$ cat src/rtl/slot_pkg.sv
package slot_pkg;
  localparam int NSTG  = 5;
  localparam int ST_IF = 0;
  localparam int ST_ID = 1;
  localparam int ST_EX = 2;
  localparam int ST_MA = 3;
  localparam int ST_WB = 4;

  typedef enum logic [1:0] {
    CLS_INT  = 2'b00,
    CLS_FP   = 2'b01,
    CLS_SYS  = 2'b10,
    CLS_MISC = 2'b11
  } iclass_e;
endpackage

$ cat src/rtl/slot_len_calc.sv
module slot_len_calc
  import slot_pkg::*;
#(
  parameter int LAT_W = 4
) (
  input  logic             dec_act,
  input  logic             mem_act,
  input  logic             pbuf_hit,
  input  logic [LAT_W-1:0] fetch_lat,
  input  logic [LAT_W-1:0] mem_lat,
  output logic [LAT_W-1:0] slot_len
);
  localparam logic [LAT_W-1:0] ONE = LAT_W'(1);

  logic [LAT_W-1:0] demand [NSTG];

  // per-stage cycle demand; only fetch and memory access vary
  for (genvar g = 0; g < NSTG; g++) begin : g_dem
    if (g == ST_IF) begin : g_fetch
      assign demand[g] = (dec_act && !pbuf_hit) ? fetch_lat : ONE;
    end else if (g == ST_MA) begin : g_mem
      assign demand[g] = mem_act ? mem_lat : ONE;
    end else begin : g_fixed
      assign demand[g] = ONE;
    end
  end

  // longest demand wins; floor of one cycle covers empty slots and zero latencies
  always_comb begin
    slot_len = ONE;
    for (int i = 0; i < NSTG; i++) begin
      if (demand[i] > slot_len) slot_len = demand[i];
    end
  end
endmodule

$ cat src/rtl/slot_counter.sv
module slot_counter #(
  parameter int LAT_W = 4
) (
  input  logic             clk,
  input  logic             rst,
  input  logic [LAT_W-1:0] slot_len,
  output logic             load,
  output logic [LAT_W-1:0] cnt_q,
  output logic             slot_adv_q
);
  logic [LAT_W-1:0] cnt_d;

  // zero after reset or one on the last cycle: take the next slot's length
  assign load  = (cnt_q <= LAT_W'(1));
  assign cnt_d = load ? slot_len : cnt_q - LAT_W'(1);

  always_ff @(posedge clk) begin
    if (rst) begin
      cnt_q      <= '0;
      slot_adv_q <= 1'b0;
    end else begin
      cnt_q      <= cnt_d;
      slot_adv_q <= (cnt_d == LAT_W'(1));
    end
  end

  AST_CNT_STEP: assert property (@(posedge clk) disable iff (rst)
    (cnt_q > LAT_W'(1)) |=> (cnt_q == LAT_W'($past(cnt_q) - LAT_W'(1))));
endmodule

$ cat src/rtl/issue_gate.sv
module issue_gate
  import slot_pkg::*;
(
  input  logic       clk,
  input  logic       rst,
  input  logic       load,
  input  logic       lane_b_req,
  input  logic [1:0] cls_a,
  input  logic [1:0] cls_b,
  output logic       grant_q
);
  logic pair_int;

  assign pair_int = lane_b_req && (cls_a == CLS_INT) && (cls_b == CLS_INT);

  always_ff @(posedge clk) begin
    if (rst)       grant_q <= 1'b0;
    else if (load) grant_q <= pair_int;
  end
endmodule

$ cat src/rtl/slot_timer_top.sv
module slot_timer_top
  import slot_pkg::*;
#(
  parameter int LAT_W = 4
) (
  input  logic             clk,
  input  logic             rst,
  input  logic [NSTG-1:0]  stage_act,
  input  logic [LAT_W-1:0] fetch_lat,
  input  logic [LAT_W-1:0] mem_lat,
  input  logic             pbuf_hit,
  input  logic [1:0]       cls_a,
  input  logic [1:0]       cls_b,
  input  logic             lane_b_req,
  output logic             slot_adv,
  output logic [NSTG-1:0]  stage_hold,
  output logic             lane_b_grant
);
  logic [LAT_W-1:0] slot_len;
  logic [LAT_W-1:0] cnt_q;
  logic             load;
  logic [NSTG-1:0]  act_q;
  logic [NSTG-1:0]  act_sel;
  logic [NSTG-1:0]  hold_q;
  logic             long_d;

  slot_len_calc #(.LAT_W(LAT_W)) u_len (
    .dec_act   (stage_act[ST_ID]),
    .mem_act   (stage_act[ST_MA]),
    .pbuf_hit  (pbuf_hit),
    .fetch_lat (fetch_lat),
    .mem_lat   (mem_lat),
    .slot_len  (slot_len)
  );

  slot_counter #(.LAT_W(LAT_W)) u_cnt (
    .clk        (clk),
    .rst        (rst),
    .slot_len   (slot_len),
    .load       (load),
    .cnt_q      (cnt_q),
    .slot_adv_q (slot_adv)
  );

  issue_gate u_issue (
    .clk        (clk),
    .rst        (rst),
    .load       (load),
    .lane_b_req (lane_b_req),
    .cls_a      (cls_a),
    .cls_b      (cls_b),
    .grant_q    (lane_b_grant)
  );

  // stage valid bits latched per slot; hold stays high while more than one cycle is left
  assign act_sel = load ? stage_act : act_q;
  assign long_d  = load ? (slot_len > LAT_W'(1)) : (cnt_q > LAT_W'(2));

  always_ff @(posedge clk) begin
    if (rst) begin
      act_q  <= '0;
      hold_q <= '0;
    end else begin
      if (load) act_q <= stage_act;
      hold_q <= act_sel & {NSTG{long_d}};
    end
  end

  assign stage_hold = hold_q;

  AST_HOLD_END: assert property (@(posedge clk) disable iff (rst)
    slot_adv |-> (stage_hold == '0));
  AST_FETCH_COVER: assert property (@(posedge clk) disable iff (rst)
    (load && stage_act[ST_ID] && !pbuf_hit) |=> (cnt_q >= $past(fetch_lat)));
  AST_MEM_COVER: assert property (@(posedge clk) disable iff (rst)
    (load && stage_act[ST_MA]) |=> (cnt_q >= $past(mem_lat)));
  AST_GRANT_STABLE: assert property (@(posedge clk) disable iff (rst)
    (cnt_q > LAT_W'(1)) |=> $stable(lane_b_grant));
endmodule

$ cat config.mk
export PLATFORM = sky130hd
export DESIGN_NAME = slot_timer_top
export DESIGN_NICKNAME = d
export VERILOG_FILES = /design/src/rtl/slot_pkg.sv /design/src/rtl/slot_len_calc.sv /design/src/rtl/slot_counter.sv /design/src/rtl/issue_gate.sv /design/src/rtl/slot_timer_top.sv
export SDC_FILE = /design/constraint.sdc
export NUM_CORES = 1
export LEC_CHECK = 0
export BUFFER_PORTS_ARGS = -buffer_cell sky130_fd_sc_hd__clkbuf_2
export CAP_MARGIN = 20
export CELL_PAD_IN_SITES_DETAIL_PLACEMENT = 1
export CELL_PAD_IN_SITES_GLOBAL_PLACEMENT = 1
export CORE_MARGIN = 5
export CORE_UTILIZATION = 39
export CTS_CLUSTER_DIAMETER = 60
export CTS_CLUSTER_SIZE = 10
export DETAILED_ROUTE_END_ITERATION = 8
export PLACE_DENSITY = 0.81
export SLEW_MARGIN = 30
export SYNTH_ARGS = -nofsm -noshare
export SYNTH_HDL_FRONTEND = slang
export SYNTH_SLANG_ARGS = --single-unit
$ cat constraint.sdc
create_clock -name clk -period 5.53 [get_ports clk]
set_clock_uncertainty 0.2 [all_clocks]
set_input_delay 0.2765 -clock clk [delete_from_list [all_inputs] [get_ports clk]]
set_output_delay 0.2765 -clock clk [all_outputs]
set_load 0.005 [all_outputs]
==> metrics.csv <==
metric,value,unit
ant_nets,0,
synth_area_leaders,"dfxtp_1 (36%), ha_1 (9.9%), mux2i_1 (6.8%), nor2_1 (5.1%), nor2b_1 (3.5%)",
p_int,317,µW
cts.sinks,16,
area.growth.synth_to_final,23.3,%
ys_ff_latch,16,
fmax,398,MHz
hold_buffers,0,
fin_crit,2510,ps
tritoncts,done,
vias,736,
grt_pass1_wl,3720,µm
rr_worst_depth,7,
clk_latency,290,ps
synth_seq_area_share,0.363,
synth_top_area_cell,dfxtp_1,
antennaDiodeCount,0,
drc,0,
die_h,57.6,µm
antenna_found_initial,0,
hpwl,1780,µm
irDropWorstVdd,248,µV
dr.pass1.iters,2,
cts_made_buffers,3,
ios,28,
synth_cells,89,
tns,0,ps
std_cell_rows,17,
status,finished clean,
power_density,478,nW/µm²
cpLargestDelayFamily,simple AND/OR/NAND/NOR gates,
critPathCaptureType,flop,
pwr-share-comb,0.527,
whs_path_depth,3,
finalHoldViolations,0,
maxCapViolCount,0,
slowest_stage,mux2_4,
cts_setup_buffers,0,
start_util,0.403,
grt_max_degree,16,
synth_cell_types,29,
crit_cells,11,
worst_setup_path_start_kind,primary input,
min_path_type,in2reg,
crit_buf_inv,2,
syn_area_per_cell,9.91,µm²
drtIter0Drc,3,
port_buffers,27,
p_sw_frac,0.390,
cp_slowest_stage_delay,340,ps
syn_nets,117,
grt-ovfl-total,0,
maxSlewViolCount,0,
gp_congestion,0.802,
clockBufferDepth,2,
yosysTopAreaCellShare,0.363,
routedWlPerCell,14.4,µm
worstPathArrival,2490,ps
yosysWarnings,0,
p_switching,203,µW
cts_root_buffer,clkbuf_4,
critPathMaxFanout,8,
die_w,57.6,µm
power_frac_clock,0.148,
setup_viol,0,
rsz0062_at_grt,no,
path_class,in2reg,
wl,2120,µm
htree_levels,1,
slew_headroom,0.745,
required,5500,ps
reg2reg_slack,3530,ps
via_per_inst,5.01,
leakage,0.000506,µW
die_area,3310,µm²
coreArea,2190,µm²
tightestPinTransition,379,ps
fin_nets,148,
clk_pin_slew,90,ps
postCtsResizedCells,0,
grt_pass1_vias,852,
grtUsageTotal,0.144,
fin_util,0.496,
crit_chain,clkbuf_2 > nor2b_1 > o31ai_1 > nor2_1 > inv_1 > ha_1 > and4_2 > a21oi_4 > mux2_4 > o31a_1 > nor4b_4,
drive_gt1_frac,0.378,
syn_area,882,µm²
fin_crit_sh,0.455,
seqPwrFrac,0.325,
state kept, by name (all words and copies together), names as in the netlist:
register          count
u_cnt.cnt_q           4
stage_hold            5
u_cnt.slot_adv_q      1
u_issue.grant_q       1
act_q                 5
per-stage QoR:
stage	setup slack [ps]	hold slack [ps]	std cells	instance area [µm²]	power, µW
floorplan	3070	146	89	882	373
global placement	2870	272	143	1050	433
detailed placement	2730	301	143	1050	447
CTS	3040	41.1	147	1090	526
finish	3020	46.0	147	1090	520
global route	2860	42.2	147	1090	562
area by class of cell:
type,instances,area [µm²]
fill,266,1100
multi-input combinational,68,542
sequential,16,320
timing repair buffer,28,143
clock buffer,4,36.3
tap,28,35.0
inverter,3,11.3
routing by layer:
layer	track usage	vias to the layer above	wire (µm)
li1	-	371	-
met1	0.162	342	879
met2	0.256	19	1120
met3	0.0430	4	86
met4	0.0497	0	37
met5	0	-	0
Yosys cell counts:
library cell	count
o211a_4	1
mux2_4	1
o211ai_2	1
a21o_2	2
and4_2	1
nor2b_4	1
a21oi_1	3
mux2i_1	6
a21oi_4	1
or4b_2	1
ha_1	7
clkbuf_1	1
a2bb2oi_1	2
inv_1	3
and2_1	3
nand3b_1	1
nor2b_1	5
nor3_1	5
nand2_1	4
buf_2	1
nor2_1	12
dfxtp_1	16
xnor2_1	2
o31a_1	2
and2_2	1
o21ai_1	1
o31ai_1	2
nor3_2	2
nor4b_4	1
path summary, 6_finish.rpt:
check / from / endpoint
worst max-delay path: stage_act[1] / u_cnt.slot_adv_q
worst min-delay path: stage_act[0] / act_q[0]
worst max register to register: u_cnt.cnt_q[0] / u_cnt.cnt_q[3]
worst min register to register: act_q[3] / act_q[3]
tightest hold or removal path: cells and delay by family:
family                 cells  cell delay, ps
buffers and inverters      1              80
multiplexers               1              70
AND/OR/NAND/NOR            1              80
power groups by stage:
stage,registers (µW),logic [µW],clock network [µW]
after global routing,174,300,87.6
after CTS,169,277,79.7
after global placement,170,263,0
final,169,274,77.1
after detailed placement,172,276,0
after floorplan,169,204,0
cell usage in the layout, fill, tap and decap left out:
master	n
o31ai_1	2
o211ai_2	1
clkbuf_4	3
o211a_4	1
o31a_1	2
or4b_2	1
a2bb2oi_1	2
clkbuf_2	27
clkbuf_8	1
inv_1	3
a21oi_1	3
nor4b_4	1
mux2i_1	6
mux2_4	1
and2_1	3
dfxtp_1	16
nor2b_4	1
a21o_2	2
o21ai_1	1
and4_2	1
nand3b_1	1
xnor2_1	2
a21oi_4	1
nor3_1	5
nor2b_1	5
nor2_1	12
buf_4	1
and2_2	1
nor3_2	2
nand2_1	4
ha_1	7
cell families (layout without fill, tap and decap cells):
kind of cell    after synthesis  in the layout  synth area share
simple gates                 37             37             0.258
flops                        16             16             0.363
mux                           7              7            0.0851
compound gates               15             15             0.152
buf+inv                       5             35            0.0227
xor+xnor                      2              2            0.0199
fa+ha+maj                     7              7            0.0993
(Power assumes the default switching activity.)
